[src/rtl/rs_chien_pkg.sv]
package rs_chien_pkg;
    localparam int SYM_W    = 10;
    localparam int T_CORR   = 4;
    localparam int FIELD_SZ = 1 << SYM_W;
    localparam logic [SYM_W:0] GF_POLY = 11'h409;

    typedef logic [SYM_W-1:0] sym_t;

    // Shift-and-add product, reduced by GF_POLY after each shift.
    function automatic sym_t gf_mul(sym_t a, sym_t b);
        sym_t acc;
        acc = '0;
        for (int i = SYM_W - 1; i >= 0; i--) begin
            acc = {acc[SYM_W-2:0], 1'b0} ^ (acc[SYM_W-1] ? GF_POLY[SYM_W-1:0] : sym_t'(0));
            if (b[i]) acc = acc ^ a;
        end
        return acc;
    endfunction

    function automatic sym_t gf_alpha_pow(int e);
        sym_t r;
        r = sym_t'(1);
        for (int i = 0; i < e; i++) r = gf_mul(r, sym_t'(2));
        return r;
    endfunction
endpackage

[src/rtl/gf_const_mul.sv]
module gf_const_mul
    import rs_chien_pkg::*;
#(
    parameter int EXP = 1
) (
    input  sym_t a_i,
    output sym_t y_o
);
    localparam sym_t K = gf_alpha_pow(EXP);

    always_comb y_o = gf_mul(a_i, K);
endmodule

[src/rtl/gf_mul_unit.sv]
module gf_mul_unit
    import rs_chien_pkg::*;
(
    input  sym_t a_i,
    input  sym_t b_i,
    output sym_t y_o
);
    always_comb y_o = gf_mul(a_i, b_i);
endmodule

[src/rtl/gf_inv_unit.sv]
module gf_inv_unit
    import rs_chien_pkg::*;
(
    input  sym_t a_i,
    output sym_t y_o
);
    // a^(2^m - 2) as the product of a^(2^i), i = 1..m-1
    always_comb begin
        sym_t sq;
        sym_t acc;
        sq  = a_i;
        acc = sym_t'(1);
        for (int i = 1; i < SYM_W; i++) begin
            sq  = gf_mul(sq, sq);
            acc = gf_mul(acc, sq);
        end
        y_o = acc;
    end
endmodule

[src/rtl/rs_chien_forney.sv]
module rs_chien_forney
    import rs_chien_pkg::*;
#(
    parameter int CODE_N = 828
) (
    input  logic                        clk_i,
    input  logic                        rst_ni,
    input  logic                        start_i,
    input  logic [(T_CORR+1)*SYM_W-1:0] lambda_i,
    input  logic [T_CORR*SYM_W-1:0]     omega_i,
    output logic                        busy_o,
    output logic                        err_valid_o,
    output logic [SYM_W-1:0]            err_pos_o,
    output logic [SYM_W-1:0]            err_mag_o,
    output logic                        done_o,
    output logic                        fail_o
);
    localparam int   T      = T_CORR;
    localparam int   NL     = T + 1;
    localparam int   LAST   = FIELD_SZ - 1;
    localparam int   CNT_W  = SYM_W + 1;
    localparam int   DEG_W  = $clog2(NL);
    localparam sym_t LAST_S = sym_t'(LAST);

    typedef struct packed {
        logic                busy;
        sym_t                step;
        logic [NL-1:0][SYM_W-1:0] lam;
        logic [T-1:0][SYM_W-1:0]  om;
        logic [DEG_W-1:0]    deg;
        logic [CNT_W-1:0]    roots;
        logic                beyond;
        logic                s1_hit;
        logic                s1_keep;
        sym_t                s1_pos;
        sym_t                s1_om;
        sym_t                s1_den;
        logic                out_v;
        sym_t                out_pos;
        sym_t                out_mag;
        logic                done;
        logic                fail;
    } state_t;

    state_t st_q, st_d;

    sym_t lam_nx [NL];
    sym_t om_nx  [T];
    sym_t den_inv, mag_val;

    // Term j of each polynomial advances by alpha^j per step.
    assign lam_nx[0] = st_q.lam[0];
    assign om_nx[0]  = st_q.om[0];

    for (genvar j = 1; j < NL; j++) begin : g_lam_step
        gf_const_mul #(.EXP(j)) u_cm (.a_i(st_q.lam[j]), .y_o(lam_nx[j]));
    end

    for (genvar j = 1; j < T; j++) begin : g_om_step
        gf_const_mul #(.EXP(j)) u_cm (.a_i(st_q.om[j]), .y_o(om_nx[j]));
    end

    gf_inv_unit u_inv (.a_i(st_q.s1_den), .y_o(den_inv));
    gf_mul_unit u_mag (.a_i(st_q.s1_om), .b_i(den_inv), .y_o(mag_val));

    always_comb begin
        sym_t             lam_sum, odd_sum, om_sum, pos;
        logic             hit, keep;
        logic [DEG_W-1:0] deg_new;

        lam_sum = '0;
        odd_sum = '0;
        for (int j = 0; j < NL; j++) begin
            lam_sum = lam_sum ^ st_q.lam[j];
            if (j % 2 == 1) odd_sum = odd_sum ^ st_q.lam[j];
        end
        om_sum = '0;
        for (int j = 0; j < T; j++) om_sum = om_sum ^ st_q.om[j];

        hit  = st_q.busy && (st_q.step != LAST_S) && (lam_sum == '0);
        pos  = (st_q.step == '0) ? '0 : (LAST_S - st_q.step);
        keep = (int'(pos) < CODE_N);

        deg_new = '0;
        for (int j = 0; j < NL; j++) begin
            if (lambda_i[j*SYM_W +: SYM_W] != '0) deg_new = DEG_W'(j);
        end

        st_d      = st_q;
        st_d.done = 1'b0;

        // stage two: error value through the inverter and multiplier
        st_d.out_v   = st_q.s1_hit & st_q.s1_keep;
        st_d.out_pos = st_q.s1_pos;
        st_d.out_mag = mag_val;

        // stage one: root test and bookkeeping of the sweep
        st_d.s1_hit  = hit;
        st_d.s1_keep = keep;
        st_d.s1_pos  = pos;
        st_d.s1_om   = om_sum;
        st_d.s1_den  = odd_sum;
        if (hit) begin
            st_d.roots = st_q.roots + 1'b1;
            if (!keep) st_d.beyond = 1'b1;
        end

        if (st_q.busy) begin
            for (int j = 0; j < NL; j++) st_d.lam[j] = lam_nx[j];
            for (int j = 0; j < T; j++)  st_d.om[j]  = om_nx[j];
            st_d.step = st_q.step + 1'b1;
            if (st_q.step == LAST_S) begin
                st_d.busy = 1'b0;
                st_d.done = 1'b1;
                st_d.fail = (st_q.roots != CNT_W'(st_q.deg)) | st_q.beyond;
            end
        end else if (start_i) begin
            for (int j = 0; j < NL; j++) st_d.lam[j] = lambda_i[j*SYM_W +: SYM_W];
            for (int j = 0; j < T; j++)  st_d.om[j]  = omega_i[j*SYM_W +: SYM_W];
            st_d.busy   = 1'b1;
            st_d.step   = '0;
            st_d.roots  = '0;
            st_d.beyond = 1'b0;
            st_d.fail   = 1'b0;
            st_d.deg    = deg_new;
        end
    end

    always_ff @(posedge clk_i) begin
        if (!rst_ni) st_q <= '0;
        else         st_q <= st_d;
    end

    assign busy_o      = st_q.busy;
    assign err_valid_o = st_q.out_v;
    assign err_pos_o   = st_q.out_pos;
    assign err_mag_o   = st_q.out_mag;
    assign done_o      = st_q.done;
    assign fail_o      = st_q.fail;
endmodule

[config.mk]
export PLATFORM = sky130hd
export DESIGN_NAME = rs_chien_forney
export DESIGN_NICKNAME = d
export VERILOG_FILES = /design/src/rtl/rs_chien_pkg.sv /design/src/rtl/gf_const_mul.sv /design/src/rtl/gf_mul_unit.sv /design/src/rtl/gf_inv_unit.sv /design/src/rtl/rs_chien_forney.sv
export SDC_FILE = /design/constraint.sdc
export NUM_CORES = 1
export LEC_CHECK = 0
export ABC_AREA = 1
export BUFFER_PORTS_ARGS = -buffer_cell sky130_fd_sc_hd__buf_2
export CORE_MARGIN = 1.5
export CORE_UTILIZATION = 30
export CTS_CLUSTER_SIZE = 40
export DETAILED_ROUTE_END_ITERATION = 10
export SLEW_MARGIN = 10
export SYNTH_ARGS = -nofsm -noshare
export SYNTH_HDL_FRONTEND = slang
export SYNTH_HIERARCHICAL = 1
export SYNTH_SLANG_ARGS = --single-unit
[constraint.sdc]
create_clock -name clk_i -period 17.8 [get_ports clk_i]
set_input_delay 3.56 -clock clk_i [delete_from_list [all_inputs] [get_ports clk_i]]
set_output_delay 3.56 -clock clk_i [all_outputs]
set_load 0.02 [all_outputs]
==> flow_metrics.py, run 1 <==
metrics = {
    "critical_path": {
        "crit_path_max_fanout": 26,
        "crit_path_end_kind": "flip-flop",
        "required_ps": 18150,
        "crit_family": "simple AND/OR/NAND/NOR gates",
        "path_class": "flip-flop to flip-flop",
        "startpoint_type": "flip-flop",
        "cp_slowest_stage_delay_ps": 690,
        "critPathMostFrequentCell": "nand2_1",
        "path_buf_inv": 15,
        "crit_slowest_cell": "clkinv_1",
        "cp.arrival_ps": 16490,
    },
    "placement": {
        "dp.cells": 6713,
        "hpwl_mm": 68.6,
        "place_ws_ps": 1800,
        "dpl_cell_area_sq_um": 29700,
        "gp_congestion": 0.908,
        "io_buffers": 116,
    },
    "finish": {
        "fill_cells": 10700,
        "final_area_sq_um": 30300,
        "fin_cells": 6744,
        "final_nets": 5571,
        "layout_commonest_cell": "nand2_1",
        "drive_above_1_share": 0.0845,
        "diodes": 0,
        "layout_common_cells": "nand2_1 (2298), inv_1 (758), nand3_1 (666), nor2_1 (377), xor2_1 (222)",
        "syn_to_final_growth_pct": 4.94,
    },
    "timing": {
        "max_freq_ghz": 0.0619,
        "setup_tns_ps": 0,
        "hold_violations": 0,
        "max_slew_margin": 0.299,
        "finalWorstSetupSlack_ps": 1650,
        "min_period_ps": 16150,
        "slew_violations": 0,
        "tightest_slew_ps": 1050,
        "fin_crit_sh": 0.907,
        "skew_ps": 14.9,
        "setup_violations": 0,
        "grt_setup_unrepaired": "no",
    },
    "grt": {
        "grt_pass1_vias": 29100,
        "grt_max_degree": 82,
        "antenna_found_initial": 2,
        "overflow": 0,
        "grt_use_total": 0.183,
        "grt_pass1_wl_mm": 149,
    },
    "synth": {
        "netlist_instances": 5541,
        "netlist_area_sq_um": 28800,
        "ys_seq_elements": 171,
        "synth_area_per_cell_sq_um": 5.21,
        "yosys_warnings": 6,
        "synth_seq_area_share": 0.119,
        "synth_cell_types": 59,
        "async_flop_share": 0,
        "syn-num-nets": 5645,
        "synth_flop_cell": "dfxtp_1",
        "synth_enable_flop_cells": 0,
    },
    "clocking": {
        "clock_latency_ps": 450,
        "clkTransAtPathRegs_ps": 70,
        "cts_tree": "built",
        "clock-sinks": 171,
        "cts_buffers": 17,
        "htreeDepth": 4,
        "cts_root_buf": "clkbuf_16",
        "clk_path_buf_depth": 2,
    },
    "die": {
        "die_x_um": 313,
        "die_area_sq_um": 98000,
        "start_util": 0.303,
        "rows": 113,
        "pin_count": 117,
        "fp.dieH_um": 313,
        "core_area_sq_um": 95200,
    },
    "drt": {
        "vias": 32400,
        "ant_nets": 0,
        "drc": 0,
        "viasPerCell": 4.81,
        "drt_pass1_iterations": 7,
        "drtIter0Drc": 2766,
        "wire_per_inst_um": 13.7,
        "wl_mm": 92.6,
    },
    "outcome": {
        "status": "finished clean",
    },
    "min_path": {
        "holdCritPathClass": "flip-flop to flip-flop",
    },
    "flow_run": {
        "cap_violations": 0,
    },
}
kinds of logic after synthesis:
kind of cell	after synthesis	synth area share
compound gates	219	0.0443
simple gates	3706	0.554
flops	171	0.119
buf+inv	1070	0.163
fa+ha+maj	11	0.00477
xor+xnor	364	0.115
Yosys cell counts, types with 54 or more instances:
library cell  instances  share of area
nor2_1              378          0.049
a21oi_1              55         0.0095
nand2_1            2298           0.30
clkbuf_1             54         0.0070
inv_1               759          0.099
nand3_1             666           0.12
dfxtp_1             171           0.12
inv_2                55         0.0072
nand4_1              58          0.013
o21ai_0              72          0.012
xnor2_1             126          0.038
nand3b_1             74          0.019
nand2_2             114          0.025
buf_4                97          0.025
xor2_1              223          0.068
worst min-delay path: stages, from the launching register on:
cell and delay, ps:
dfxtp_1 310, nand2_1 40, inv_1 40
repair_timing:
action | CTS | global route
gates resized for setup | 0 | 1
buffers inserted | 0 | 0
hold buffers | 0 | 0
endpoints found under the setup margin | 0 | 3
flip-flops by register name (all words and copies together) (netlist names):
register     cells
lam_nx          10
err_valid_o      1
err_mag_o       10
err_pos_o       10
fail_o           1
done_o           1
om_nx           10
busy_o           1
st_d            10
st_q           117
area by class of cell:
class                      instances  area [sq um]  share of cell area
clock buffer                      20           467              0.0154
clock inverter                    11           134             0.00442
inverter                         833          3140               0.104
multi-input combinational       4300         20700               0.685
sequential                       171          3430               0.113
tap                             1265          1580              0.0523
timing repair buffer             144           793              0.0262
routing by layer:
metal / GRT usage / vias up / share of wire
li1: - / 16700 / -
met1: 0.248 / 14500 / 0.46
met2: 0.311 / 1097 / 0.45
met3: 0.0168 / 137 / 0.066
met4: 0.0466 / 4 / 0.022
met5: 0 / - / 0.00029
metrics by stage:
| step | utilization | hold slack [ps] |
|---|---|---|
| finish | 0.318 | 412 |
| global route | 0.318 | 435 |
| CTS | 0.318 | 416 |
| detailed placement | 0.312 | 400 |
| global placement | 0.312 | 397 |
| floorplan | - | 390 |
path summary, 6_finish.rpt:
check                              start           end  slack, ps  depth (start not counted)
worst max register to register  st_q[32]  err_mag_o[0]       1650                         90
worst max-delay path            st_q[32]  err_mag_o[0]       1650                         90
worst min register to register  st_d[21]  err_pos_o[9]        410                          2
worst min-delay path            st_d[21]  err_pos_o[9]        410                          2
Power of run 1 is left out: the tool's default activity adds up to more than one toggle a clock period on the data nets, which glitch-free logic cannot reach.
==> run 2: changes to the inputs <==
--- a/config.mk
+++ b/config.mk
@@ -9,6 +9,7 @@
 export BUFFER_PORTS_ARGS = -buffer_cell sky130_fd_sc_hd__buf_2
 export CORE_MARGIN = 1.5
 export CORE_UTILIZATION = 30
+export CTS_BUF_LIST = sky130_fd_sc_hd__clkbuf_4 sky130_fd_sc_hd__clkbuf_8
 export CTS_CLUSTER_SIZE = 40
 export DETAILED_ROUTE_END_ITERATION = 10
 export SLEW_MARGIN = 10
==> flow_metrics.py, run 2 (synthesis results as in run 1) <==
metrics = {
    "critical_path": {
        "path_class": "flip-flop to flip-flop",
        "cp.arrival_ps": 16550,
        "crit_path_end_kind": "flip-flop",
        "crit_path_max_fanout": 26,
        "required_ps": 18210,
        "crit_slowest_cell": "clkinv_1",
        "startpoint_type": "flip-flop",
        "critPathMostFrequentCell": "nand2_1",
        "cp_slowest_stage_delay_ps": 690,
    },
    "placement": {
        "dp.cells": 6713,
        "gp_congestion": 0.908,
        "hpwl_mm": 68.6,
        "dpl_cell_area_sq_um": 29700,
        "io_buffers": 116,
        "place_ws_ps": 1800,
    },
    "drt": {
        "wl_mm": 92.5,
        "vias": 32300,
        "drt_pass1_iterations": 6,
        "drtIter0Drc": 2724,
        "ant_nets": 0,
        "viasPerCell": 4.79,
        "drc": 0,
        "wire_per_inst_um": 13.7,
    },
    "grt": {
        "grtUsageMet1": 0.248,
        "grt_most_used_layer": "met2",
        "overflow": 0,
        "antenna_found_initial": 2,
        "grtUsageMet3": 0.0183,
        "grt_max_degree": 82,
        "grt_pass1_wl_mm": 149,
        "grt_use_total": 0.183,
        "grt_pass1_vias": 29000,
        "met2_usage": 0.310,
    },
    "finish": {
        "final_nets": 5571,
        "layout_commonest_cell": "nand2_1",
        "largest_register_ffs": 117,
        "fin_cells": 6744,
        "diodes": 0,
        "syn_to_final_growth_pct": 4.27,
        "final_area_sq_um": 30100,
        "layout_common_cells": "nand2_1 (2298), inv_1 (758), nand3_1 (666), nor2_1 (377), xor2_1 (222)",
        "top_register": "st_q",
        "drive_above_1_share": 0.0845,
    },
    "timing": {
        "max_freq_ghz": 0.0620,
        "hold_violations": 0,
        "skew_ps": 21.2,
        "fin_crit_sh": 0.907,
        "tightest_slew_ps": 1020,
        "slew_violations": 0,
        "max_slew_margin": 0.319,
        "setup_violations": 0,
        "setup_tns_ps": 0,
        "finalWorstSetupSlack_ps": 1660,
        "min_period_ps": 16140,
        "grt_setup_unrepaired": "no",
    },
    "die": {
        "die_area_sq_um": 98000,
        "core_area_sq_um": 95200,
        "pin_count": 117,
        "fp.dieH_um": 313,
        "die_x_um": 313,
        "start_util": 0.303,
        "rows": 113,
    },
    "clocking": {
        "ctsResizeCount": 0,
        "clkTransAtPathRegs_ps": 90,
        "cts_root_buf": "clkbuf_8",
        "cts_tree": "built",
        "htreeDepth": 4,
        "clock-sinks": 171,
        "cts_buffers": 17,
        "holdBufCountCts": 0,
        "clk_path_buf_depth": 2,
        "clock_latency_ps": 510,
        "post_cts_buffers": 0,
    },
    "flow_run": {
        "cap_violations": 0,
    },
    "outcome": {
        "status": "finished clean",
    },
    "min_path": {
        "holdCritPathClass": "flip-flop to flip-flop",
    },
}
==> run 2: cell counts in the layout (fill, tap and decap cells not counted) <==
Identical to the previous run, type by type.
==> run 2: area by class of cell <==
type                       count  area, sq um
inverter                     833         3140
timing repair buffer         144          793
sequential                   171         3430
fill                       10700        65100
tap                         1265         1580
multi-input combinational   4300        20700
clock buffer                  20          275
clock inverter                11          134
==> run 2: through the flow <==
stage / util / hold slack, ps
2_1_floorplan: - / 390
3_3_place_gp: 0.312 / 397
3_5_place_dp: 0.312 / 400
4_1_cts: 0.316 / 422
5_1_grt: 0.316 / 439
6_report: 0.316 / 419
==> run 2: worst paths after layout <==
| kind | from | to | slack [ps] | cells after the start |
|---|---|---|---|---|
| worst max register to register | st_q[32] | err_mag_o[0] | 1660 | 90 |
| worst min-delay path | st_d[21] | err_pos_o[9] | 420 | 2 |
| worst max-delay path | st_q[32] | err_mag_o[0] | 1660 | 90 |
| worst min register to register | st_d[21] | err_pos_o[9] | 420 | 2 |
==> run 2: per-layer routing <==
layer | routed length [um] | vias up
li1 | - | 16700
met1 | 42400 | 14400
met2 | 42000 | 1047
met3 | 6010 | 132
met4 | 1990 | 4
met5 | 34 | -
==> run 2: worst max-delay path: cells and delay by family, from the launching register on <==
family	cells	cell delay (ps)
AND/OR/NAND/NOR	60	8700
adder cells (fa/ha/maj)	6	1880
flip-flops	1	590
XOR/XNOR	5	750
buffers and inverters	15	3530
AO/OA/AOI/OAI	4	560
Power of run 2 is left out for the same reason.
